[config.mk]
export PLATFORM = sky130hd
export DESIGN_NAME = irq_ctrl_top
export DESIGN_NICKNAME = d
export VERILOG_FILES = /design/src/rtl/irq_pkg.sv /design/src/rtl/irq_regs.sv /design/src/rtl/irq_arbiter.sv /design/src/rtl/irq_poll.sv /design/src/rtl/irq_ctrl_top.sv
export SDC_FILE = /design/constraint.sdc
export NUM_CORES = 1
export LEC_CHECK = 0
export ABC_AREA = 0
export BUFFER_PORTS_ARGS = -buffer_cell sky130_fd_sc_hd__buf_2
export CAP_MARGIN = 30
export CORE_MARGIN = 3
export CORE_UTILIZATION = 30
export DETAILED_ROUTE_END_ITERATION = 7
export PLACE_DENSITY = 0.61
export SETUP_SLACK_MARGIN = 0.2
export SLEW_MARGIN = 40
export SYNTH_ARGS = -nofsm -noshare
export SYNTH_HDL_FRONTEND = slang
export SYNTH_SLANG_ARGS = --single-unit
[constraint.sdc]
create_clock -name clk -period 2.1 [get_ports clk]
set_input_delay 0.105 -clock clk [delete_from_list [all_inputs] [get_ports clk]]
set_output_delay 0.105 -clock clk [all_outputs]
set_load 0.05 [all_outputs]
[src/rtl/irq_pkg.sv]
package irq_pkg;
  parameter int NSRC = 8;
  parameter int DW   = 8;
  parameter int AW   = 8;
  localparam int IDXW = $clog2(NSRC);

  localparam logic [AW-1:0] P_BASE   = AW'('hB0);
  localparam logic [AW-1:0] P_ENABLE = AW'('hB2);
  localparam logic [AW-1:0] P_STATUS = AW'('hB4);
  localparam logic [AW-1:0] P_ACK    = AW'('hB6);

  localparam logic [DW-1:0] MONO_KEEP  = ~DW'(7);
  localparam logic [DW-1:0] COLOR_KEEP = ~DW'(1);
  localparam logic [DW-1:0] MONO_FORCE = DW'(3);
endpackage

[src/rtl/irq_regs.sv]
module irq_regs
  import irq_pkg::*;
(
  input  logic            clk,
  input  logic            rst_n,
  input  logic            color_mode,
  input  logic            io_wr,
  input  logic [AW-1:0]   io_addr,
  input  logic [DW-1:0]   io_wdata,
  input  logic [NSRC-1:0] src_set,
  input  logic [NSRC-1:0] src_clr,
  output logic [DW-1:0]   io_rdata,
  output logic [DW-1:0]   base_q,
  output logic [NSRC-1:0] enable_q,
  output logic [NSRC-1:0] status_q
);
  logic [DW-1:0]   base_d;
  logic [NSRC-1:0] enable_d, status_d, ack_bits;
  logic            base_en, enable_en, status_en;

  always_comb begin
    base_en   = io_wr && (io_addr == P_BASE);
    enable_en = io_wr && (io_addr == P_ENABLE);
    ack_bits  = (io_wr && (io_addr == P_ACK)) ? io_wdata[NSRC-1:0] : '0;
    base_d    = io_wdata & (color_mode ? COLOR_KEEP : MONO_KEEP);
    enable_d  = io_wdata[NSRC-1:0];
    status_d  = (status_q & ~ack_bits & ~src_clr) | src_set;
    status_en = (|src_set) || (|src_clr) || (|ack_bits);
  end

  always_comb begin
    io_rdata = '0;
    case (io_addr)
      P_BASE:   io_rdata = color_mode ? base_q : (base_q | MONO_FORCE);
      P_ENABLE: io_rdata = DW'(enable_q);
      P_STATUS: io_rdata = DW'(status_q);
      default:  io_rdata = '0;
    endcase
  end

  always_ff @(posedge clk or negedge rst_n) begin
    if (!rst_n) begin
      base_q   <= '0;
      enable_q <= '0;
      status_q <= '0;
    end else begin
      if (base_en)   base_q   <= base_d;
      if (enable_en) enable_q <= enable_d;
      if (status_en) status_q <= status_d;
    end
  end

  a_r6_set_wins: assert property (@(posedge clk) disable iff (!rst_n)
    (|src_set) |=> ((status_q & $past(src_set)) == $past(src_set)));
  a_r2_mono_base_low: assert property (@(posedge clk) disable iff (!rst_n)
    (base_en && !color_mode) |=> (base_q[2:0] == 3'b000));
  a_r5_ack_clears: assert property (@(posedge clk) disable iff (!rst_n)
    (io_wr && io_addr == P_ACK && !(|src_set)) |=>
      ((status_q & $past(io_wdata[NSRC-1:0])) == '0));
endmodule

[src/rtl/irq_arbiter.sv]
module irq_arbiter
  import irq_pkg::*;
(
  input  logic [NSRC-1:0] pending,
  input  logic [DW-1:0]   base,
  output logic            any,
  output logic [DW-1:0]   vector
);
  logic [IDXW-1:0] win;

  always_comb begin
    win = '0;
    for (int i = 0; i < NSRC; i++) begin
      if (pending[i]) win = IDXW'(i);
    end
    any    = |pending;
    vector = base + DW'(win);
  end
endmodule

[src/rtl/irq_poll.sv]
module irq_poll
  import irq_pkg::*;
(
  input  logic          clk,
  input  logic          rst_n,
  input  logic          boundary,
  input  logic          inhibit,
  input  logic          cpu_if,
  input  logic          irq_accept,
  input  logic          any,
  input  logic [DW-1:0] vec_in,
  output logic          wake,
  output logic          irq_req,
  output logic [DW-1:0] irq_vector
);
  logic          poll_ok, wake_d, req_d, vec_en;
  logic [DW-1:0] vec_d;

  always_comb begin
    poll_ok = boundary && !inhibit && any;
    wake_d  = poll_ok;
    req_d   = irq_req;
    vec_en  = 1'b0;
    vec_d   = vec_in;
    if (irq_accept) begin
      req_d = 1'b0;
    end else if (!irq_req && poll_ok && cpu_if) begin
      req_d  = 1'b1;
      vec_en = 1'b1;
    end
  end

  always_ff @(posedge clk or negedge rst_n) begin
    if (!rst_n) begin
      wake       <= 1'b0;
      irq_req    <= 1'b0;
      irq_vector <= '0;
    end else begin
      wake    <= wake_d;
      irq_req <= req_d;
      if (vec_en) irq_vector <= vec_d;
    end
  end

  a_r11_hold: assert property (@(posedge clk) disable iff (!rst_n)
    (irq_req && !irq_accept) |=> (irq_req && $stable(irq_vector)));
  a_r11_drop: assert property (@(posedge clk) disable iff (!rst_n)
    irq_accept |=> !irq_req);
  a_r10_needs_if: assert property (@(posedge clk) disable iff (!rst_n)
    $rose(irq_req) |-> $past(cpu_if));
  a_r9_inhibit: assert property (@(posedge clk) disable iff (!rst_n)
    (boundary && inhibit) |=> (!wake && !$rose(irq_req)));
endmodule

[src/rtl/irq_ctrl_top.sv]
module irq_ctrl_top
  import irq_pkg::*;
(
  input  logic            clk,
  input  logic            rst_n,
  input  logic            color_mode,
  input  logic            io_wr,
  input  logic [AW-1:0]   io_addr,
  input  logic [DW-1:0]   io_wdata,
  output logic [DW-1:0]   io_rdata,
  input  logic [NSRC-1:0] src_set,
  input  logic [NSRC-1:0] src_clr,
  input  logic            boundary,
  input  logic            inhibit,
  input  logic            cpu_if,
  input  logic            irq_accept,
  output logic            wake,
  output logic            irq_req,
  output logic [DW-1:0]   irq_vector
);
  logic [DW-1:0]   base_q, vec_c;
  logic [NSRC-1:0] enable_q, status_q;
  logic            any_c;

  irq_regs u_regs (
    .clk(clk), .rst_n(rst_n), .color_mode(color_mode), .io_wr(io_wr),
    .io_addr(io_addr), .io_wdata(io_wdata), .src_set(src_set), .src_clr(src_clr),
    .io_rdata(io_rdata), .base_q(base_q), .enable_q(enable_q), .status_q(status_q)
  );

  irq_arbiter u_arb (
    .pending(status_q & enable_q), .base(base_q), .any(any_c), .vector(vec_c)
  );

  irq_poll u_poll (
    .clk(clk), .rst_n(rst_n), .boundary(boundary), .inhibit(inhibit),
    .cpu_if(cpu_if), .irq_accept(irq_accept), .any(any_c), .vec_in(vec_c),
    .wake(wake), .irq_req(irq_req), .irq_vector(irq_vector)
  );

  a_r7_wake_needs_pending: assert property (@(posedge clk) disable iff (!rst_n)
    $rose(wake) |-> $past(|(status_q & enable_q)));
  a_r8_wake_one_cycle: assert property (@(posedge clk) disable iff (!rst_n)
    wake |-> $past(boundary && !inhibit));
endmodule

# == Word level (Yosys, flattened, before mapping) ==
# Cells that the tools add are included.
# word_totals
n_memories,0
romBits,0
ramBits,0
output_inout_bits,18
inputBits,40
latchBits,0
ff_bits,34
# op_classes
div_mod_pow,0
eq_ne,4
n_reduce_logical,16
addsub,1
magnitude_cmp,0
n_mul,0
n_shift,0
muxes,15
bitwise_logic,7
# op_table
op,n
8-bit bitwise AND,4
"8-bit == test, second input constant",4
8-bit OR reduction,4
8-bit one-hot mux with 3 select lines,1
8-bit NOT,2
3-bit two-way mux,5
8-bit by 3-bit adder with 8-bit output,1
8-bit two-way mux,1
8-bit OR,1
1-bit logical AND,7
2-bit two-way mux,3
1-bit two-way mux,5
1-bit logical NOT,2
1-bit logical OR,2
2-bit nonzero test,1

# == Longest topological paths before layout ==
# Gate-level depths: netlist of the first run.
# logic_depth
depth_word,9
depth_mapped,8

# == Modules after synthesis ==
# From an unflattened synthesis of the first run, not the netlist that was laid out.
# unflattened
hier_cells,188
area_unflattened_um2,1979.4
# modules_own_cells
module,instances,cells_each,seq_area_each_um2,area_per_inst_um2
irq_regs,1,126,575.6,1318.8
irq_poll,1,23,250.2,380.4
irq_arbiter,1,31,0.0,230.2
irq_ctrl_top,1,8,0.0,50.0

# == Worst setup path after synthesis of the first run ==
# Ideal clock, no wire load.
# synth_timing
path_kind,register -> register
from,reg u_regs.status_q[7]
to,reg u_poll.irq_vector[7]
setup_ns,0.125
setup_slack_ns,0.255
required_ns,1.975
arrival_time_ns,1.721
synth_period_minus_slack_ns,1.845
path_stages_with_launch,8
n_path_buf,0
path_cell_list,dfrtp_1 > a22oi_1 > o21ai_0 > ha_1 > fa_1 > nand3_1 > xnor2_1 > mux2_2
# synth_between
elab_chain_cells,7
word_cells_on_any_way,9
cone_classes,add/sub (1); mux (3); bitwise (1); reduce/logical (4)
# synth_lines
item,line_no,rtl
from (decl),irq_regs.sv:15,output logic [NSRC-1:0] status_q
from (signal assigned),irq_regs.sv:49,if (status_en) status_q <= status_d;
8-bit bitwise AND *,irq_ctrl_top.sv:32,".pending(status_q & enable_q), .base(base_q), .any(any_c), .vector(vec_c)"
"parallel branches: the longest is 6 deep, another holds 8-bit by 3-bit adder with 8-bit output",n/a,
to (signal assigned),irq_poll.sv:41,if (vec_en) irq_vector <= vec_d;
to (decl),irq_poll.sv:14,output logic [DW-1:0] irq_vector
# Mark *: on every way between the ends.
# A chain may end at the register's enable or synchronous reset.

# == Worst setup path in the final report of the first run ==
# layout_timing
from,reg u_regs.enable_q[7]
to,reg u_poll.irq_vector[7]
# layout_between
elab_chain_cells,7
word_cells_on_any_way,9
cone_classes,add/sub (1); mux (3); bitwise (1); reduce/logical (4)
# layout_lines
item,line_no,rtl
from (decl),irq_regs.sv:14,"output logic [NSRC-1:0] enable_q,"
from (signal assigned),irq_regs.sv:48,if (enable_en) enable_q <= enable_d;
8-bit bitwise AND *,irq_ctrl_top.sv:32,
"parallel branches: the longest is 6 deep, another holds 8-bit by 3-bit adder with 8-bit output",n/a,
# Marks and branches as above.

==> results.tsv, run 1 <==
stage	metric	value	unit
yosys	Synth warnings	0	
timing	Hold Vio Cnt, Final	0	
yosys	Mapped Cells	149	
critical_path	crit end category	flop	
yosys	synth top area cells	dfrtp_1, mux2_2, a31o_2	
floorplan	Die Height	82.14	um
critical_path	critical path class	reg2reg	
clock_tree	clk slew on worst S/H paths	70	ps
routing	Via density	4.772	
floorplan	DIE AREA	6747	sq um
critical_path	slowest cell on the critical path	dfrtp_1	
floorplan	Initial Util	31.20	%
routing	first drt pass iteration count	4	
clock_tree	Longest Clk Path Bufs	2	
timing	worst setup margin	207.3	ps
yosys	syn nets	192	
clock_tree	CTS Buf Count	5	
global_routing	global-route wire length before repair	6617	um
clock_tree	H-tree depth	2	
critical_path	CP delay by family, top	adder cells	
pwr	Max IR drop VDD	0.4597	mV
global_routing	largest net degree at the start of global routing	34	
yosys	Primary FF master, synth	dfrtp_1	
routing	Routed Antenna Nets	0	
floorplan	Ports	58	
clock_tree	root buffer cell	clkbuf_8	
placement	DP HPWL	3185	um
timing	Tightest Pin Transition	434.0	ps
hold_path	Hold Path Class	in2reg	
final_layout	fin nets	268	
yosys	sequential-to-total area share from yosys stat	47.48	%
routing	Starting DRT DRC Count	61	
final_layout	Area Growth Syn to Fin	35.83	%
final_layout	register area	825.8	sq um
floorplan	die width	82.14	um
placement	IO Port Bufs	57	
critical_path	CP Buf/Inv Count	0	
critical_path	Data required, critical path	2280	ps
floorplan	row cnt	27	
clock_tree	worst-skew pair later-pin latency	290	ps
critical_path	Setup crit start kind	flop	
routing	DRC	0	
timing	Layout Skew	3.183	ps
yosys	FF+latch count, synth	33	
timing	Final setup viols	0	
routing	drt wl/cell	14.15	um
pwr	Power Density	638.3	nW/um^2
routing	total routed wirelength	4216	um
floorplan	core area	5574	sq um
yosys	Cell variety after synth	31	
timing	minimum clock period	1893	ps
global_routing	total gr overflow	0	
yosys	asr flop ratio synth	100.0	%
final_layout	layout cell share with drive strength beyond 1	51.77	%
critical_path	Max FO, Critical Path	4	
yosys	mapped cell area	1739	sq um
timing	Slew Viols, Final	0	
global_routing	gr usage total	13.37	%
clock_tree	CTS sink cnt	33	
clock_tree	CTS tree	done	
timing	Setup TNS	0	ps
global_routing	antenna violations before repair	0	
critical_path	Crit path largest cell delay	410	ps
yosys	commonest cells in the netlist	dfrtp_1, mux2_2, nand2_1	
placement	GPL Wtd Cong	0.7299	
routing	routed vias	1422	
placement	Place WS	67.57	ps
timing	period utilization	90.13	%
timing	Relative slew margins	71.07	%
critical_path	CP arrival	2070	ps
final_layout	Filler Cells Inserted	579	
run_status	status	complete, no violations	
final_layout	# diodes	0	
yosys	Syn Area/Cell	11.67	sq um
yosys	largest area contributor in the netlist	dfrtp_1	
global_routing	vias in the first global route	1358	
timing	Max Fclk	0.5283	GHz
yosys	most frequent cell after synthesis	dfrtp_1	
timing	RSZ-0062 raised after global routing	true	
yosys	Synth top area share	47.48	%
job	Max Cap Viol	0	
final_layout	area of the multi-input gates	899.6	sq um
pwr	leakage power	1.214	nW
yosys	number of synthesized flops with an enable pin	0	
critical_path	crit-path cells	a22oi_2 > o21ai_1 > ha_2 > fa_2 > nand3_1 > xnor2_1 > mux2_2	
-- layout make-up --
class / count / share of cell area [%]
Multi-Input combinational cell: 102 / 38.08
Sequential cell: 33 / 34.96
Timing Repair Buffer: 72 / 17.90
Tap cell: 72 / 3.814
Clock buffer: 6 / 3.072
Inverter: 11 / 1.748
Clock inverter: 2 / 0.4237
-- routing by layer --
metal | up-vias | share of wire [%] | global-route usage, %
li1 | 697 | - | -
met1 | 679 | 47 | 18.10
met2 | 41 | 46 | 19.55
met3 | 5 | 5.6 | 5.098
met4 | 0 | 1.3 | 4.485
met5 | - | 0 | 0
-- logic make-up after synthesis --
group | synth area share (%)
AOI/OAI and AO/OA | 14.03
xor gates and xnor gates | 2.518
adders and majority gates | 2.590
buffers and inverters | 3.093
DFF | 47.48
muxes | 17.99
and+or+nand+nor | 12.30
-- what timing repair did --
action | 4_1_cts | 5_1_grt
pin swaps | 0 | 3
buffers inserted | 1 | 1
hold buffers | 9 | 0
hold endpoints to repair | 41 | 0
setup endpoints to repair | 5 | 6
gates cloned | 0 | 0
resized for setup | 2 | 6
-- state kept, by name, summed over array words and instances, names as in the netlist --
register	count
u_regs.status_q	8
u_poll.irq_vector	8
u_poll.wake	1
u_poll.irq_req	1
u_regs.enable_q	8
u_regs.base_q	7
-- worst reg2reg max path, stage by stage, from the launching register on --
cell     delay [ps]
dfrtp_1         410
a22oi_2         240
o21ai_1         110
ha_2            200
fa_2            380
nand3_1         120
xnor2_1          70
mux2_2          250
-- stage by stage --
stage	total power [mW]	instances	hold WS, ps	cell area [sq um]	utilization (%)
final	1.508	298	15.71	2362	42.38
after global routing	1.599	298	3.185	2362	42.38
after CTS	1.520	297	2.994	2320	41.62
after detailed placement	1.034	279	219.2	2132	38.25
after global placement	1.027	279	218.6	2132	38.25
after floorplan	0.9182	149	-190.6	1739	-
-- cell usage in the layout, fill, tap and decap left out, drive strengths merged, types with 2 or more instances in the layout --
cell / Yosys / routed
a22o: 8 / 8
dlygate4sd3: 0 / 9
xnor2: 4 / 4
mux2: 26 / 26
clkinv: 0 / 2
a32o: 2 / 2
inv: 11 / 11
nand2: 20 / 20
nor2: 2 / 2
buf: 1 / 63
ha: 2 / 2
a31o: 9 / 9
dfrtp: 33 / 33
a22oi: 3 / 3
nand3: 4 / 4
nor4b: 2 / 2
clkbuf: 2 / 6
a21o: 2 / 2
o21ai: 4 / 4
mux2i: 2 / 2
-- final timing paths --
| kind | to | slack, ps | start | depth (start not counted) |
|---|---|---|---|---|
| setup / recovery | u_poll.irq_vector[7]$_DFFE_PN0P_ | 210 | u_regs.enable_q[7]$_DFFE_PN0P_ | 7 |
| hold / removal | u_regs.status_q[5]$_DFFE_PN0P_ | 20 | src_set[5] | 2 |
| setup reg to reg | u_poll.irq_vector[7]$_DFFE_PN0P_ | 210 | u_regs.enable_q[7]$_DFFE_PN0P_ | 7 |
| hold reg to reg | u_poll.irq_vector[1]$_DFFE_PN0P_ | 500 | u_poll.irq_vector[1]$_DFFE_PN0P_ | 1 |
| max in group asynchronous | u_regs.status_q[1]$_DFFE_PN0P_ | 1490 | rst_n | 2 |
| min in group asynchronous | u_poll.irq_vector[6]$_DFFE_PN0P_ | 300 | rst_n | 2 |
-- power by group --
part	internal, mW	switching (mW)
combinational	0.140	0.187
clock	0.229	0.229
sequential	0.683	0.0388
Power figures use the tool's default switching activity.
==> inputs of run 2 (changes only) <==
--- a/config.mk
+++ b/config.mk
@@ -8,12 +8,14 @@
 export ABC_AREA = 0
 export BUFFER_PORTS_ARGS = -buffer_cell sky130_fd_sc_hd__buf_2
 export CAP_MARGIN = 30
+export CELL_PAD_IN_SITES_DETAIL_PLACEMENT = 1
+export CELL_PAD_IN_SITES_GLOBAL_PLACEMENT = 2
 export CORE_MARGIN = 3
-export CORE_UTILIZATION = 30
+export CORE_UTILIZATION = 31
 export DETAILED_ROUTE_END_ITERATION = 7
-export PLACE_DENSITY = 0.61
+export PLACE_DENSITY = 0.88
 export SETUP_SLACK_MARGIN = 0.2
-export SLEW_MARGIN = 40
+export SLEW_MARGIN = 20
 export SYNTH_ARGS = -nofsm -noshare
 export SYNTH_HDL_FRONTEND = slang
 export SYNTH_SLANG_ARGS = --single-unit
==> results.tsv, run 2 (synthesis results as in run 1) <==
stage	metric	value	unit
run_status	status	complete, no violations	
routing	first drt pass iteration count	4	
final_layout	Area Growth Syn to Fin	31.73	%
final_layout	fin nets	262	
timing	Tightest Pin Transition	750.4	ps
routing	total routed wirelength	4567	um
critical_path	Data required, critical path	2280	ps
floorplan	Ports	58	
critical_path	Setup crit start kind	flop	
floorplan	DIE AREA	6545	sq um
timing	minimum clock period	1885	ps
global_routing	total gr overflow	0	
final_layout	fin cells	290	
clock_tree	CTS tree	done	
hold_path	worst hold start	src_set[0]	
routing	DRC	0	
floorplan	core area	5270	sq um
final_layout	layout cell share with drive strength beyond 1	54.09	%
pwr	power share of the combinational group	21.3	%
pwr	Sequential Power Share	47.9	%
routing	Routed Antenna Nets	0	
global_routing	global-route wire length before repair	7169	um
critical_path	critical path class	reg2reg	
floorplan	Die Height	80.90	um
timing	Fin Hold WS	9.984	ps
timing	Relative slew margins	49.97	%
critical_path	R2R setup slack	210	ps
critical_path	worst setup path start	u_regs.status_q[7]$_DFFE_PN0P_	
routing	routed vias	1440	
critical_path	R2R Path Start	u_regs.status_q[7]$_DFFE_PN0P_	
pwr	leakage power	1.190	nW
placement	IO Port Bufs	57	
pwr	Max IR drop VDD	0.3930	mV
floorplan	row cnt	26	
timing	Slew Viols, Final	0	
final_layout	commonest non-fill, non-tap cell in the layout	buf_2	
clock_tree	CTS sink cnt	33	
clock_tree	CTS Buf Count	5	
placement	DP HPWL	3489	um
critical_path	Max FO, Critical Path	4	
placement	DP Cell Count	277	
timing	RSZ-0062 raised after global routing	true	
placement	Place WS	95.09	ps
pwr	Psw	0.4628	mW
timing	Max Fclk	0.5304	GHz
timing	Layout Skew	4.952	ps
clock_tree	root buffer cell	clkbuf_8	
timing	Setup TNS	0	ps
global_routing	met2 Use GR	25.45	%
placement	GPL Wtd Cong	0.7678	
global_routing	antenna violations before repair	0	
routing	drt wl/cell	15.75	um
critical_path	worst reg2reg path depth	6	
critical_path	CP arrival	2060	ps
global_routing	vias in the first global route	1531	
timing	Final setup viols	0	
critical_path	crit path to	u_poll.irq_vector[3]$_DFFE_PN0P_	
timing	Hold Vio Cnt, Final	0	
timing	period utilization	89.78	%
critical_path	RR Endpoint	u_poll.irq_vector[3]$_DFFE_PN0P_	
global_routing	grt peak-use layer	met2	
global_routing	gr usage total	14.47	%
routing	Via density	4.966	
final_layout	largest registers	u_poll.irq_vector x8, u_regs.enable_q x8, u_regs.status_q x8	
clock_tree	Longest Clk Path Bufs	2	
final_layout	commonest non-fill, non-tap cells in the layout	buf_2, dfrtp_1, mux2_2, nand2_1, inv_1	
pwr	Power Density	658.5	nW/um^2
timing	worst setup margin	214.6	ps
clock_tree	clk slew on worst S/H paths	70	ps
routing	Starting DRT DRC Count	13	
job	Max Cap Viol	0	
critical_path	crit end category	flop	
floorplan	die width	80.90	um
clock_tree	H-tree depth	2	
floorplan	Initial Util	33.00	%
global_routing	GRT met1 Usage	17.21	%
global_routing	GRT met3 Usage	2.993	%
final_layout	# diodes	0	
pwr	clock share of power	30.8	%
global_routing	largest net degree at the start of global routing	34	
clock_tree	worst-skew pair later-pin latency	290	ps
pwr	Switching Fraction	30.68	%
pwr	Cell Int Power	1.046	mW
hold_path	Hold Path Class	in2reg	
run 2: layout make-up:
class | instances | area (sq um)
fillers | 612 | 2979
repair buffers | 66 | 360.3
clock buffers | 6 | 72.57
inverters | 11 | 41.29
multi-input cells | 102 | 893.4
well taps | 70 | 87.58
flip-flops and latches | 33 | 825.8
clock inverters | 2 | 10.01
run 2: worst max-delay path, stage by stage, from the launching register on:
cell,delay [ps]
dfrtp_1,420
a22oi_2,260
o21ai_2,90
ha_2,200
fa_2,390
xor2_1,160
mux2_2,260
run 2: worst min-delay path by stage:
stage / cells past startpoint / to / slack [ps]
after global routing: 2 / u_regs.status_q[0]$_DFFE_PN0P_ / 2
after global placement: 1 / u_poll.irq_vector[6]$_DFFE_PN0P_ / 220
after CTS: 2 / u_regs.status_q[3]$_DFFE_PN0P_ / 0.5
final: 2 / u_regs.status_q[0]$_DFFE_PN0P_ / 10
after floorplan: 0 / u_poll.irq_req$_DFFE_PN0P_ / -190
after detailed placement: 1 / u_regs.base_q[5]$_DFFE_PN0P_ / 220
run 2: layer usage:
layer	part of all wire (%)	wire, um
met2	52	2358
met1	43	1971
met5	0	0
met3	3.8	172
met4	1.4	64
run 2: repair_timing:
action                                  in CTS  in global routing
endpoints found under the hold margin       34                  1
pin swaps                                    2                  4
buffers inserted                             0                  2
hold buffers                                 2                  1
gates resized for setup                      5                  4
endpoints found under the setup margin       5                  4
cloned                                       0                  0
run 2: power groups by stage:
stage	combinational (mW)	clock, mW	sequential, mW
floorplan	0.113	0	0.805
detailed placement	0.306	0	0.734
global placement	0.297	0	0.730
CTS	0.315	0.486	0.722
finish	0.322	0.464	0.723
global route	0.350	0.515	0.729
run 2: per-stage QoR:
stage | util [%] | area (sq um) | power, mW
2_1_floorplan | - | 1739 | 0.9182
4_1_cts | 42.64 | 2247 | 1.523
3_3_place_gp | 40.41 | 2130 | 1.027
6_report | 43.47 | 2291 | 1.509
3_5_place_dp | 40.41 | 2130 | 1.040
5_1_grt | 43.47 | 2291 | 1.593
==> inputs of run 3 (changes only) <==
--- a/config.mk
+++ b/config.mk
@@ -14,6 +14,7 @@
 export CORE_UTILIZATION = 31
 export DETAILED_ROUTE_END_ITERATION = 7
 export PLACE_DENSITY = 0.88
+export REMOVE_ABC_BUFFERS = 1
 export SETUP_SLACK_MARGIN = 0.2
 export SLEW_MARGIN = 20
 export SYNTH_ARGS = -nofsm -noshare
==> constraint.sdc (replaced) <==
create_clock -name clk -period 2.1 [get_ports clk]
set_input_delay 0 -clock clk [delete_from_list [all_inputs] [get_ports clk]]
set_output_delay 0 -clock clk [all_outputs]
set_load 0.05 [all_outputs]
==> results.tsv, run 3 (synthesis results as in run 1) <==
stage	metric	value	unit
routing	drt wl/cell	16.33	um
run_status	status	complete, no violations	
clock_tree	H-tree depth	2	
floorplan	DIE AREA	6545	sq um
critical_path	crit-path cells	a22oi_2 > o21ai_1 > ha_2 > fa_2 > nand3_2 > xnor2_1 > mux2_4	
timing	Relative slew margins	50.41	%
final_layout	# diodes	0	
critical_path	critical path class	reg2reg	
clock_tree	CTS sink cnt	33	
clock_tree	root buffer cell	clkbuf_8	
timing	Fin Hold WS	11.81	ps
timing	Hold Vio Cnt, Final	0	
critical_path	Max FO, Critical Path	4	
critical_path	CP Buf/Inv Count	0	
floorplan	Initial Util	33.00	%
critical_path	Setup crit start kind	flop	
final_layout	fin nets	280	
clock_tree	Longest Clk Path Bufs	2	
pwr	Max IR drop VDD	0.3786	mV
timing	Tightest Pin Transition	743.9	ps
routing	first drt pass iteration count	4	
global_routing	largest net degree at the start of global routing	34	
placement	IO Port Bufs	57	
critical_path	RR Endpoint	u_poll.irq_vector[5]$_DFFE_PN0P_	
floorplan	core area	5270	sq um
timing	period utilization	89.57	%
routing	Via density	4.948	
final_layout	layout cell share with drive strength beyond 1	50.42	%
critical_path	R2R setup slack	220	ps
floorplan	Ports	58	
routing	DRC	0	
global_routing	gr usage total	16.78	%
clock_tree	CTS Buf Count	5	
critical_path	CP delay by family, top	adder cells	
pwr	Power Density	639.7	nW/um^2
critical_path	crit path to	u_poll.irq_vector[5]$_DFFE_PN0P_	
critical_path	Crit path largest cell delay	430	ps
global_routing	total gr overflow	0	
critical_path	R2R Path Start	u_regs.status_q[7]$_DFFE_PN0P_	
clock_tree	worst-skew pair later-pin latency	280	ps
final_layout	Area Growth Syn to Fin	43.60	%
final_layout	commonest non-fill, non-tap cells in the layout	buf_2, dfrtp_1, mux2_2, dlygate4sd3_1, nand2_1	
critical_path	Data required, critical path	2270	ps
floorplan	Die Height	80.90	um
timing	Final setup viols	0	
pwr	leakage power	1.285	nW
timing	Layout Skew	4.426	ps
clock_tree	clk slew on worst S/H paths	70	ps
routing	Routed Antenna Nets	0	
floorplan	die width	80.90	um
global_routing	antenna violations before repair	0	
global_routing	vias in the first global route	1735	
routing	routed vias	1524	
critical_path	number of cells on the critical path	7	
clock_tree	CTS tree	done	
critical_path	worst setup path start	u_regs.status_q[7]$_DFFE_PN0P_	
routing	total routed wirelength	5029	um
hold_path	Hold Path Class	in2reg	
critical_path	worst reg2reg path depth	7	
placement	GPL Wtd Cong	0.8374	
timing	minimum clock period	1881	ps
routing	Starting DRT DRC Count	77	
timing	Max Fclk	0.5316	GHz
timing	RSZ-0062 raised after global routing	true	
placement	DP HPWL	3586	um
global_routing	global-route wire length before repair	8245	um
timing	Setup TNS	0	ps
job	Max Cap Viol	0	
critical_path	CP arrival	2050	ps
critical_path	crit end category	flop	
final_layout	largest registers	u_poll.irq_vector x8, u_regs.enable_q x8, u_regs.status_q x8	
critical_path	slowest cell on the critical path	dfrtp_1	
final_layout	commonest non-fill, non-tap cell in the layout	buf_2	
timing	Slew Viols, Final	0	
floorplan	row cnt	26	
run 3: changes by cell type in the layout (fill, tap and decap cells not counted), sizes merged:
cell         previous run  this run
clkinv                  2         1
clkbuf                  6         7
dlygate4sd3             3        21
run 3: timing repair:
action,4_1_cts,5_1_grt
hold buffers,21,0
resized for setup,3,7
buffers inserted,0,2
pin swaps,0,4
endpoints found under the hold margin,57,0
setup endpoints to repair,7,8
run 3: per-stage QoR:
stage               cells  power (mW)  setup WS [ps]  util (%)  instance area [sq um]
finish                308       1.597          219.0     47.39                   2497
CTS                   306       1.606          176.9     46.56                   2454
global placement      277       1.027          144.6     40.41                   2130
detailed placement    277       1.041          77.91     40.41                   2130
global route          308       1.680          110.1     47.39                   2497
floorplan             146      0.9158          254.7         -                   1727
run 3: cell type report:
class	instances	area, sq um
clock buffer	7	96.34
clock inverter	1	5.005
fill	605	2773
inverter	11	41.29
multi-input combinational	102	900.9
sequential	33	825.8
tap	70	87.58
timing repair buffer	84	540.5
run 3: tightest hold or removal path: stages:
cell and delay (ps):
buf_2 130, nand2_1 60, mux2i_1 60
run 3: worst min-delay path by stage:
| stage | from | to | slack (ps) | depth (start not counted) |
|---|---|---|---|---|
| after floorplan | rst_n | u_poll.irq_req$_DFFE_PN0P_ | -300 | 0 |
| after global placement | rst_n | u_poll.irq_vector[6]$_DFFE_PN0P_ | 110 | 1 |
| after detailed placement | rst_n | u_poll.irq_vector[7]$_DFFE_PN0P_ | 110 | 1 |
| after CTS | color_mode | u_regs.base_q[1]$_DFFE_PN0P_ | 8 | 3 |
| after global routing | src_clr[4] | u_regs.status_q[4]$_DFFE_PN0P_ | 20 | 3 |
| final | color_mode | u_regs.base_q[1]$_DFFE_PN0P_ | 10 | 3 |
run 3: metal layers:
metal	track usage (%)	up-vias	part of all wire, %
li1	-	719	-
met2	29.80	49	51
met3	3.215	7	4.7
met5	0	-	0
met4	7.601	0	1.9
met1	19.41	749	42
run 3: where the power goes:
| group | switching, mW | total (mW) | internal, mW |
|---|---|---|---|
| registers | 0.0429 | 0.726 | 0.683 |
| clock network | 0.229 | 0.525 | 0.296 |
| logic | 0.194 | 0.346 | 0.152 |
